**src/rtl/nov_pkg.sv**
```systemverilog
package nov_pkg;
  typedef enum logic [2:0] {
    ADR_NEXT   = 3'd0,
    ADR_ENABLE = 3'd1,
    ADR_MODE   = 3'd2,
    ADR_PERIOD = 3'd3,
    ADR_MARGIN = 3'd4,
    ADR_START  = 3'd5,
    ADR_INIT   = 3'd6,
    ADR_ACK    = 3'd7
  } reg_addr_e;
endpackage

```
**src/rtl/nov_timer.sv**
```systemverilog
module nov_timer #(
  parameter int CNT_W = 16
) (
  input  logic             clk,
  input  logic             rst_n,
  input  logic             run,
  input  logic             tick_en,
  input  logic [CNT_W-1:0] period,
  input  logic [CNT_W-1:0] margin,
  output logic [CNT_W-1:0] cnt,
  output logic             match_a,
  output logic             match_b
);
  // A margin match is only possible when the margin lies inside the period.
  function automatic logic margin_hit(input logic [CNT_W-1:0] c,
                                      input logic [CNT_W-1:0] m,
                                      input logic [CNT_W-1:0] p);
    return (c == m) && (m < p);
  endfunction

  logic step;
  assign step    = run && tick_en;
  assign match_b = step && (cnt == period);
  assign match_a = step && margin_hit(cnt, margin, period);

  always_ff @(posedge clk or negedge rst_n) begin
    if (!rst_n)       cnt <= '0;
    else if (match_b) cnt <= '0;
    else if (step)    cnt <= cnt + 1'b1;
  end

  assert_wrap_on_period_R2: assert property (@(posedge clk) disable iff (!rst_n)
    match_b |=> (cnt == '0));
  assert_hold_when_idle_R1: assert property (@(posedge clk) disable iff (!rst_n)
    !(run && tick_en) |=> $stable(cnt));
  assert_ab_exclusive_R8: assert property (@(posedge clk) disable iff (!rst_n)
    !(match_a && match_b));
endmodule

```
**src/rtl/nov_group.sv**
```systemverilog
module nov_group #(
  parameter int GW = 4
) (
  input  logic          clk,
  input  logic          rst_n,
  input  logic          nov_mode,
  input  logic [GW-1:0] en,
  input  logic [GW-1:0] nd,
  input  logic          init_we,
  input  logic [GW-1:0] init_data,
  input  logic          match_a,
  input  logic          match_b,
  output logic [GW-1:0] out
);
  logic [GW-1:0] out_q, pend_q, mid;

  // Enabled bits whose staged value is 0 drop.
  function automatic logic [GW-1:0] drop_bits(input logic [GW-1:0] cur,
                                              input logic [GW-1:0] e,
                                              input logic [GW-1:0] d);
    return cur & ~(e & ~d);
  endfunction
  // Enabled bits that are low and staged high, deferred to the margin match.
  function automatic logic [GW-1:0] rise_bits(input logic [GW-1:0] cur,
                                              input logic [GW-1:0] e,
                                              input logic [GW-1:0] d);
    return e & d & ~cur;
  endfunction
  function automatic logic [GW-1:0] merge_bits(input logic [GW-1:0] cur,
                                               input logic [GW-1:0] e,
                                               input logic [GW-1:0] d);
    return (cur & ~e) | (d & e);
  endfunction

  // Rises left over from a missed margin match are applied first.
  assign mid = out_q | pend_q;

  always_ff @(posedge clk or negedge rst_n) begin
    if (!rst_n) begin
      out_q  <= '0;
      pend_q <= '0;
    end else if (init_we) begin
      out_q  <= init_data;
      pend_q <= '0;
    end else if (match_b) begin
      if (nov_mode) begin
        out_q  <= drop_bits(mid, en, nd);
        pend_q <= rise_bits(mid, en, nd);
      end else begin
        out_q  <= merge_bits(mid, en, nd);
        pend_q <= '0;
      end
    end else if (match_a) begin
      out_q  <= out_q | pend_q;
      pend_q <= '0;
    end
  end

  assign out = out_q;

  assert_quiet_between_matches_R4: assert property (@(posedge clk) disable iff (!rst_n)
    (!match_a && !match_b && !init_we) |=> $stable(out_q));
  assert_no_fresh_rise_at_b_R4: assert property (@(posedge clk) disable iff (!rst_n)
    (match_b && nov_mode && !init_we) |=> ((out_q & ~$past(out_q | pend_q)) == '0));
  assert_disabled_pins_hold_R5: assert property (@(posedge clk) disable iff (!rst_n)
    (match_b && !init_we) |=> (((out_q ^ $past(mid)) & ~$past(en)) == '0));
endmodule

```
**src/rtl/nov_irq.sv**
```systemverilog
module nov_irq (
  input  logic clk,
  input  logic rst_n,
  input  logic set,
  input  logic clr,
  output logic flag
);
  always_ff @(posedge clk or negedge rst_n) begin
    if (!rst_n)   flag <= 1'b0;
    else if (set) flag <= 1'b1;
    else if (clr) flag <= 1'b0;
  end

  assert_set_wins_R7: assert property (@(posedge clk) disable iff (!rst_n)
    set |=> flag);
  assert_clear_drops_R7: assert property (@(posedge clk) disable iff (!rst_n)
    (clr && !set) |=> !flag);
  assert_sticky_R7: assert property (@(posedge clk) disable iff (!rst_n)
    (flag && !clr) |=> flag);
endmodule

```
**src/rtl/nov_pattern_unit.sv**
```systemverilog
module nov_pattern_unit #(
  parameter int CNT_W = 16,
  parameter int GRP_W = 4,
  parameter int N_GRP = 2
) (
  input  logic                   clk,
  input  logic                   rst_n,
  input  logic                   tick_en,
  input  logic                   wr_en,
  input  logic [2:0]             wr_addr,
  input  logic [CNT_W-1:0]       wr_data,
  output logic                   irq,
  output logic [GRP_W*N_GRP-1:0] pat_out
);
  import nov_pkg::*;
  localparam int DW = GRP_W * N_GRP;

  logic [DW-1:0]    nd_q, en_q;
  logic [N_GRP-1:0] mode_q;
  logic [CNT_W-1:0] period_q, margin_q, cnt;
  logic             start_q, match_a, match_b, init_we, ack_we;

  always_ff @(posedge clk or negedge rst_n) begin
    if (!rst_n) begin
      nd_q     <= '0;
      en_q     <= '0;
      mode_q   <= '0;
      period_q <= '0;
      margin_q <= '0;
      start_q  <= 1'b0;
    end else if (wr_en) begin
      case (reg_addr_e'(wr_addr))
        ADR_NEXT:   nd_q     <= wr_data[DW-1:0];
        ADR_ENABLE: en_q     <= wr_data[DW-1:0];
        ADR_MODE:   mode_q   <= wr_data[N_GRP-1:0];
        ADR_PERIOD: period_q <= wr_data;
        ADR_MARGIN: margin_q <= wr_data;
        ADR_START:  start_q  <= wr_data[0];
        default: ;
      endcase
    end
  end

  assign init_we = wr_en && (reg_addr_e'(wr_addr) == ADR_INIT) && !start_q;
  assign ack_we  = wr_en && (reg_addr_e'(wr_addr) == ADR_ACK) && wr_data[0];

  nov_timer #(.CNT_W(CNT_W)) timer_i (
    .clk(clk), .rst_n(rst_n), .run(start_q), .tick_en(tick_en),
    .period(period_q), .margin(margin_q), .cnt(cnt),
    .match_a(match_a), .match_b(match_b)
  );

  for (genvar g = 0; g < N_GRP; g++) begin : g_grp
    nov_group #(.GW(GRP_W)) grp_i (
      .clk(clk), .rst_n(rst_n), .nov_mode(mode_q[g]),
      .en(en_q[g*GRP_W +: GRP_W]), .nd(nd_q[g*GRP_W +: GRP_W]),
      .init_we(init_we), .init_data(wr_data[g*GRP_W +: GRP_W]),
      .match_a(match_a), .match_b(match_b),
      .out(pat_out[g*GRP_W +: GRP_W])
    );
  end

  nov_irq irq_i (
    .clk(clk), .rst_n(rst_n), .set(match_a), .clr(ack_we), .flag(irq)
  );

  assert_init_ignored_when_running_R9: assert property (@(posedge clk) disable iff (!rst_n)
    (start_q && !match_a && !match_b) |=> $stable(pat_out));
  assert_no_irq_bad_margin_R8: assert property (@(posedge clk) disable iff (!rst_n)
    (margin_q >= period_q) |-> !match_a);
endmodule

```
**config.mk**
```make
export PLATFORM = sky130hd
export DESIGN_NAME = nov_pattern_unit
export DESIGN_NICKNAME = d
export VERILOG_FILES = /design/src/rtl/nov_pkg.sv /design/src/rtl/nov_timer.sv /design/src/rtl/nov_group.sv /design/src/rtl/nov_irq.sv /design/src/rtl/nov_pattern_unit.sv
export SDC_FILE = /design/constraint.sdc
export NUM_CORES = 1
export LEC_CHECK = 0
export BUFFER_PORTS_ARGS = -buffer_cell sky130_fd_sc_hd__buf_2
export CORE_ASPECT_RATIO = 0.6
export CORE_MARGIN = 3
export CORE_UTILIZATION = 57
export CTS_BUF_LIST = sky130_fd_sc_hd__clkbuf_16
export DETAILED_ROUTE_END_ITERATION = 12
export HOLD_SLACK_MARGIN = 0.15
export PLACE_DENSITY = 0.83
export SYNTH_ARGS = -nofsm -noshare
export SYNTH_HDL_FRONTEND = slang
export SYNTH_HIERARCHICAL = 1
export SYNTH_SLANG_ARGS = --single-unit
```
**constraint.sdc**
```tcl
create_clock -name clk -period 3 [get_ports clk]
set_input_delay 0.3 -clock clk [delete_from_list [all_inputs] [get_ports clk]]
set_output_delay 0.3 -clock clk [all_outputs]
set_load 0.1 [all_outputs]
```
==> results.txt, run 1 <==
Status = complete, no violations
Die Y-Extent = 74.8 um
Die width = 121 um
PortBufs = 31
Clock share of power = 0.290
CP required = 3.22 ns
Pin count of the biggest net entering global routing = 85
Row Count = 24
Predominant post-synthesis flop cell = dfrtp_1
Slew HR = 0.300
Warnings, synthesis = 6
Final-report setup violation count = 0
Area grow syn2layout = 10.8%
Synthesized instance count = 385
CTS buffer count = 9
Post-DR wirelength/cell = 18.9 um
CTS sink cnt = 84
Initial DRT Pass Iterations = 5
Slowest CP cell = dfrtp_1
Crit-path cells = xor2_1, nor4_1, nand4_1, nor2_2, buf_4, nand3b_1, o41ai_1
Seq/Total Area, Yosys = 0.468
Hpwl dp = 7140 um
Worst flop-to-flop path startpoint = timer_i/cnt[3]
Max stage delay on crit path = 0.47 ns
Critical Path Start Type = register
Dpl ws = 0.502 ns
Cell Int Power = 0.00238 W
CP endpoint kind = register
NumNets Final = 457
Worst min path class = in2async
Post-DR vias/cell = 5.97
RSZ-0062 raised after global routing = false
Max Fclk = 382 MHz
Combinational power share = 0.272
Fraction of layout cells with a size suffix above 1 = 0.267
Max Cap Viol = 0
Final clock skew = 0.00485 ns
Seq pwr share = 0.438
Setup Total Neg Slack = 0 ns
Lkg Pwr = 2.30 nW
GRT Util Overall = 0.238
WP data arrival = 2.84 ns
Vias in the first global route = 3029
Final setup margin = 0.381 ns
Worst R2R Setup Slack = 0.38 ns
Register bit total from synthesis = 84
Post-synth EDFFs = 0
Power Dens Cells = 738 nW/um^2
P_sw = 0.00129 W
Initial antenna violation count = 0
Final GP Congestion = 1.01
Filler cells = 581
Global route overflow = 0
Tcrit/Tclk final = 0.873
Pins over their slew limit = 0
Crit Path Category = reg2reg
Clock latency on the worst-skew pair = 0.34 ns
Commonest non-fill, non-tap cell in the layout = dfrtp_1
Worst Max-Slew Pin Slew = 1.05 ns
Post-DRT Antenna Nets = 0
Vias = 3144
Final Total Pwr = 0.00367 W
Post-synth ARST share = 1.00
First DRT Iteration DRCs = 371
CP max FO = 9
Initial Utilization = 0.603
Netlist cell types = 49
Most frequent cells in the layout = dfrtp_1 (84), mux2_2 (41), buf_2 (30), nand2_1 (29), xor2_1 (23)
CTS tree = done
Switching share of power = 0.351
Final-report hold violation count = 0
VDD IR-drop max = 0.343 mV
Clock root buffer = clkbuf_16
Die footprint = 9010 sq um
Tmin final = 2.62 ns
Core Footprint = 7450 sq um
Mapped Area = 4490 sq um
Total Wirelength = 9980 um
Longest Clk Path Bufs = 2
Syn Nets = 424
Post-CTS sizing = 0
Mean post-synth cell area = 11.7 sq um
Setup Buffers After CTS = 0
CTS Hold Buffers Added = 0
DR DRC count = 0
Worst setup startpoint = timer_i/cnt[3]
H-tree lvl count = 3
Clock-pin slew on the worst setup and hold paths = 0.06 ns
Io pins = 32
First-pass GRT wire length = 16100 um
Number of inserted diodes = 0
[worst max-delay path, delay by kind of cell, from the launching register on]
| family | cells | cell delay [ns] |
|---|---|---|
| buffers and inverters | 1 | 0.24 |
| AND/OR/NAND/NOR | 4 | 1.25 |
| XOR/XNOR | 1 | 0.19 |
| flip-flops | 1 | 0.47 |
| AO/OA/AOI/OAI | 1 | 0.36 |
[cells by family after synthesis]
group / Yosys count / synth area share
flip-flops: 84 / 0.468
AND/OR/NAND/NOR: 105 / 0.136
multiplexers: 52 / 0.138
AO/OA/AOI/OAI: 51 / 0.0825
buffers and inverters: 32 / 0.0429
XOR/XNOR: 45 / 0.0878
adder cells (fa/ha/maj): 16 / 0.0446
[layer usage]
layer / GRT usage / share of wire / up-vias
li1: - / - / 1452
met4: 0.0653 / 0.0081 / 0
met3: 0.0848 / 0.088 / 7
met1: 0.365 / 0.50 / 1568
met2: 0.317 / 0.40 / 117
met5: 0 / 0 / -
[cell usage after synthesis, types with 2 or more instances]
cell,n,area (sq um)
dfrtp_1,84,2100
mux2_2,41,462
nand2_1,29,109
xor2_1,23,201
xnor2_1,22,193
nor2_1,21,78.8
inv_1,18,67.6
ha_1,16,200
nand4_1,11,68.8
mux2_4,10,150
a211oi_1,8,60.1
a22oi_1,8,60.1
o31ai_1,8,60.1
o41ai_1,8,70.1
a21oi_1,6,30.0
and3b_1,6,52.6
buf_6,6,67.6
nand3_1,6,30.0
buf_2,5,25.0
nor4_1,5,31.3
o21ai_0,4,20.0
a21o_1,3,22.5
nor3_1,3,15.0
and2b_1,2,15.0
and3_1,2,12.5
and4bb_2,2,25.0
nand3b_1,2,15.0
nor2_2,2,12.5
nor3_2,2,20.0
o2111ai_1,2,17.5
o21bai_1,2,15.0
[through the flow]
step	utilization	hold WS, ns	cells	area [sq um]
floorplan	-	0.00441	385	4490
global placement	0.630	0.462	511	4690
detailed placement	0.630	0.475	511	4690
CTS	0.668	0.191	527	4980
global route	0.668	0.199	527	4980
finish	0.668	0.144	527	4980
[worst paths after layout]
check	to	cells after the start
min in group clk	margin_q[10]	2
max reg2reg	g_grp[1].grp_i/pend_q[3]	7
min reg2reg	g_grp[1].grp_i/pend_q[1]	1
max	g_grp[1].grp_i/pend_q[3]	7
min	period_q[7]	1
max in group asynchronous	timer_i/cnt[13]	1
[cell type report]
class | count | area (sq um) | share of cell area
multi-input cells | 269 | 2200 | 0.441
flip-flops and latches | 84 | 2100 | 0.422
clock buffers | 9 | 225 | 0.0453
repair buffers | 36 | 195 | 0.0392
well taps | 104 | 130 | 0.0262
inverters | 18 | 67.6 | 0.0136
clock inverters | 7 | 60.1 | 0.0121
[power groups by stage]
stage / logic, W / registers [W] / clock network [W]
floorplan: 0.000590 / 0.00175 / 0
global placement: 0.000948 / 0.00160 / 0
detailed placement: 0.000981 / 0.00162 / 0
CTS: 0.000988 / 0.00160 / 0.00109
global route: 0.00108 / 0.00164 / 0.00114
finish: 0.000999 / 0.00161 / 0.00106
[sequential cells by signal, summed over array words and instances (netlist names)]
name / cells
period_q: 16
g_grp.grp_i/out: 8
margin_q: 16
mode_q: 2
irq_i/flag: 1
en_q: 8
start_q: 1
nd_q: 8
timer_i/cnt: 16
g_grp.grp_i/pend_q: 8
No activity file was read; power rests on OpenSTA's default activity.
==> inputs of run 2 (changes only) <==
==> constraint.sdc (replaced) <==
create_clock -name clk -period 3 [get_ports clk]
set_input_delay 0.6 -clock clk [delete_from_list [all_inputs] [get_ports clk]]
set_output_delay 0.6 -clock clk [all_outputs]
set_load 0.1 [all_outputs]
==> results.txt, run 2 (synthesized netlist as in run 1, its figures left out) <==
Status = complete, no violations
Commonest non-fill, non-tap cell in the layout = dfrtp_1
Met2 Usage GRT = 0.333
Setup Total Neg Slack = 0 ns
Total Wirelength = 10200 um
Worst setup startpoint = timer_i/cnt[3]
RSZ-0062 raised after global routing = false
DR DRC count = 0
CP max FO = 15
Die Y-Extent = 74.8 um
Final GP Congestion = 1.02
Crit-path cells = xor2_1, nor4_1, nand4_1, nor2_2, nand3b_1, o41ai_1
Clock share of power = 0.287
Register area = 2100 sq um
Pin count of the biggest net entering global routing = 85
Initial antenna violation count = 0
M1 GR Usage = 0.369
Worst min path class = in2async
Slew HR = 0.306
Initial DRT Pass Iterations = 5
Fraction of layout cells with a size suffix above 1 = 0.258
Combinational power share = 0.277
Max stage delay on crit path = 0.56 ns
Power Dens Cells = 739 nW/um^2
CTS tree = done
Io pins = 32
CP required = 3.22 ns
WP data arrival = 3.02 ns
Footprint of the multi-input gates = 2200 sq um
Tmin final = 2.80 ns
Global route overflow = 0
Final clock skew = 0.00364 ns
Final Total Pwr = 0.00367 W
Clock-pin slew on the worst setup and hold paths = 0.06 ns
Worst Max-Slew Pin Slew = 1.04 ns
PortBufs = 31
Row Count = 24
Lkg Pwr = 2.29 nW
Tcrit/Tclk final = 0.935
Clock latency on the worst-skew pair = 0.34 ns
Grt met3 use = 0.0796
Slowest CP cell = nor2_2
Clock root buffer = clkbuf_16
Number of inserted diodes = 0
P_sw = 0.00129 W
Area grow syn2layout = 10.6%
Worst flop-to-flop path startpoint = timer_i/cnt[3]
NumNets Final = 457
Post-CTS sizing = 0
Initial Utilization = 0.603
H-tree lvl count = 3
Final-report setup violation count = 0
Post-DR vias/cell = 6.12
Final-report hold violation count = 0
Die width = 121 um
GRT Util Overall = 0.242
First-pass GRT wire length = 16500 um
Final core occ = 0.667
First DRT Iteration DRCs = 321
Switching share of power = 0.351
Max Cap Viol = 0
CTS buffer count = 9
CP endpoint kind = register
Longest Clk Path Bufs = 2
Vias = 3220
Filler cells = 575
Critical Path Start Type = register
Post-DRT Antenna Nets = 0
Biggest regs = margin_q x16, period_q x16, timer_i/cnt x16
Seq pwr share = 0.436
Most used routing layer in global routing = met1
CTS Hold Buffers Added = 0
Hpwl dp = 7270 um
Max Fclk = 357 MHz
Buffers & Inverters on Critical Path = 0
Most frequent cells in the layout = dfrtp_1 (84), mux2_2 (41), buf_2 (30), nand2_1 (29), xor2_1 (23)
CTS sink cnt = 84
Vias in the first global route = 3070
Pins over their slew limit = 0
Crit Path Category = reg2reg
Setup Buffers After CTS = 0
Core Footprint = 7450 sq um
VDD IR-drop max = 0.474 mV
Cell Int Power = 0.00238 W
Post-DR wirelength/cell = 19.4 um
Die footprint = 9010 sq um
Critical path's top delay family = simple AND/OR/NAND/NOR gates
[run 2: cell count changes in the layout (fill, tap and decap cells not counted), sizes merged]
cell / delta
clkinvlp: -1
[run 2: path summary, 6_finish.rpt]
path / end / slack, ns / depth (start not counted)
min in group clk: g_grp[1].grp_i/pend_q[3] / 0.49 / 1
max in group asynchronous: timer_i/cnt[12] / 1.88 / 1
worst min-delay path: timer_i/cnt[10] / 0.43 / 1
worst max register to register: g_grp[1].grp_i/pend_q[1] / 0.20 / 6
worst max-delay path: g_grp[1].grp_i/pend_q[1] / 0.20 / 6
worst min register to register: g_grp[1].grp_i/pend_q[3] / 0.49 / 1
[run 2: area by class of cell]
class	instances	share of cell area
Multi-Input combinational cell	269	0.442
Sequential cell	84	0.423
Clock buffer	9	0.0454
Inverter	18	0.0136
Tap cell	104	0.0262
Clock inverter	6	0.00983
Timing Repair Buffer	36	0.0393
[run 2: layer usage]
metal / routed length (um) / share of wire / vias to the layer above
li1: - / - / 1452
met1: 5050 / 0.49 / 1625
met2: 4180 / 0.41 / 131
met3: 891 / 0.087 / 12
met4: 107 / 0.010 / 0
met5: 0 / 0 / -
[run 2: stage by stage]
step | hold WS [ns] | setup slack, ns | cells | cell area, sq um
2_1_floorplan | 0.304 | 0.825 | 385 | 4490
3_3_place_gp | 0.467 | 0.430 | 511 | 4690
3_5_place_dp | 0.479 | 0.292 | 511 | 4690
4_1_cts | 0.488 | 0.293 | 526 | 4960
5_1_grt | 0.498 | 0.0338 | 526 | 4960
6_report | 0.434 | 0.196 | 526 | 4960
[run 2: power groups by stage]
| stage | registers, W | logic (W) | clock network (W) |
|---|---|---|---|
| floorplan | 0.00175 | 0.000590 | 0 |
| global placement | 0.00159 | 0.000972 | 0 |
| detailed placement | 0.00161 | 0.000995 | 0 |
| CTS | 0.00160 | 0.00101 | 0.00107 |
| global route | 0.00163 | 0.00109 | 0.00111 |
| finish | 0.00160 | 0.00101 | 0.00105 |
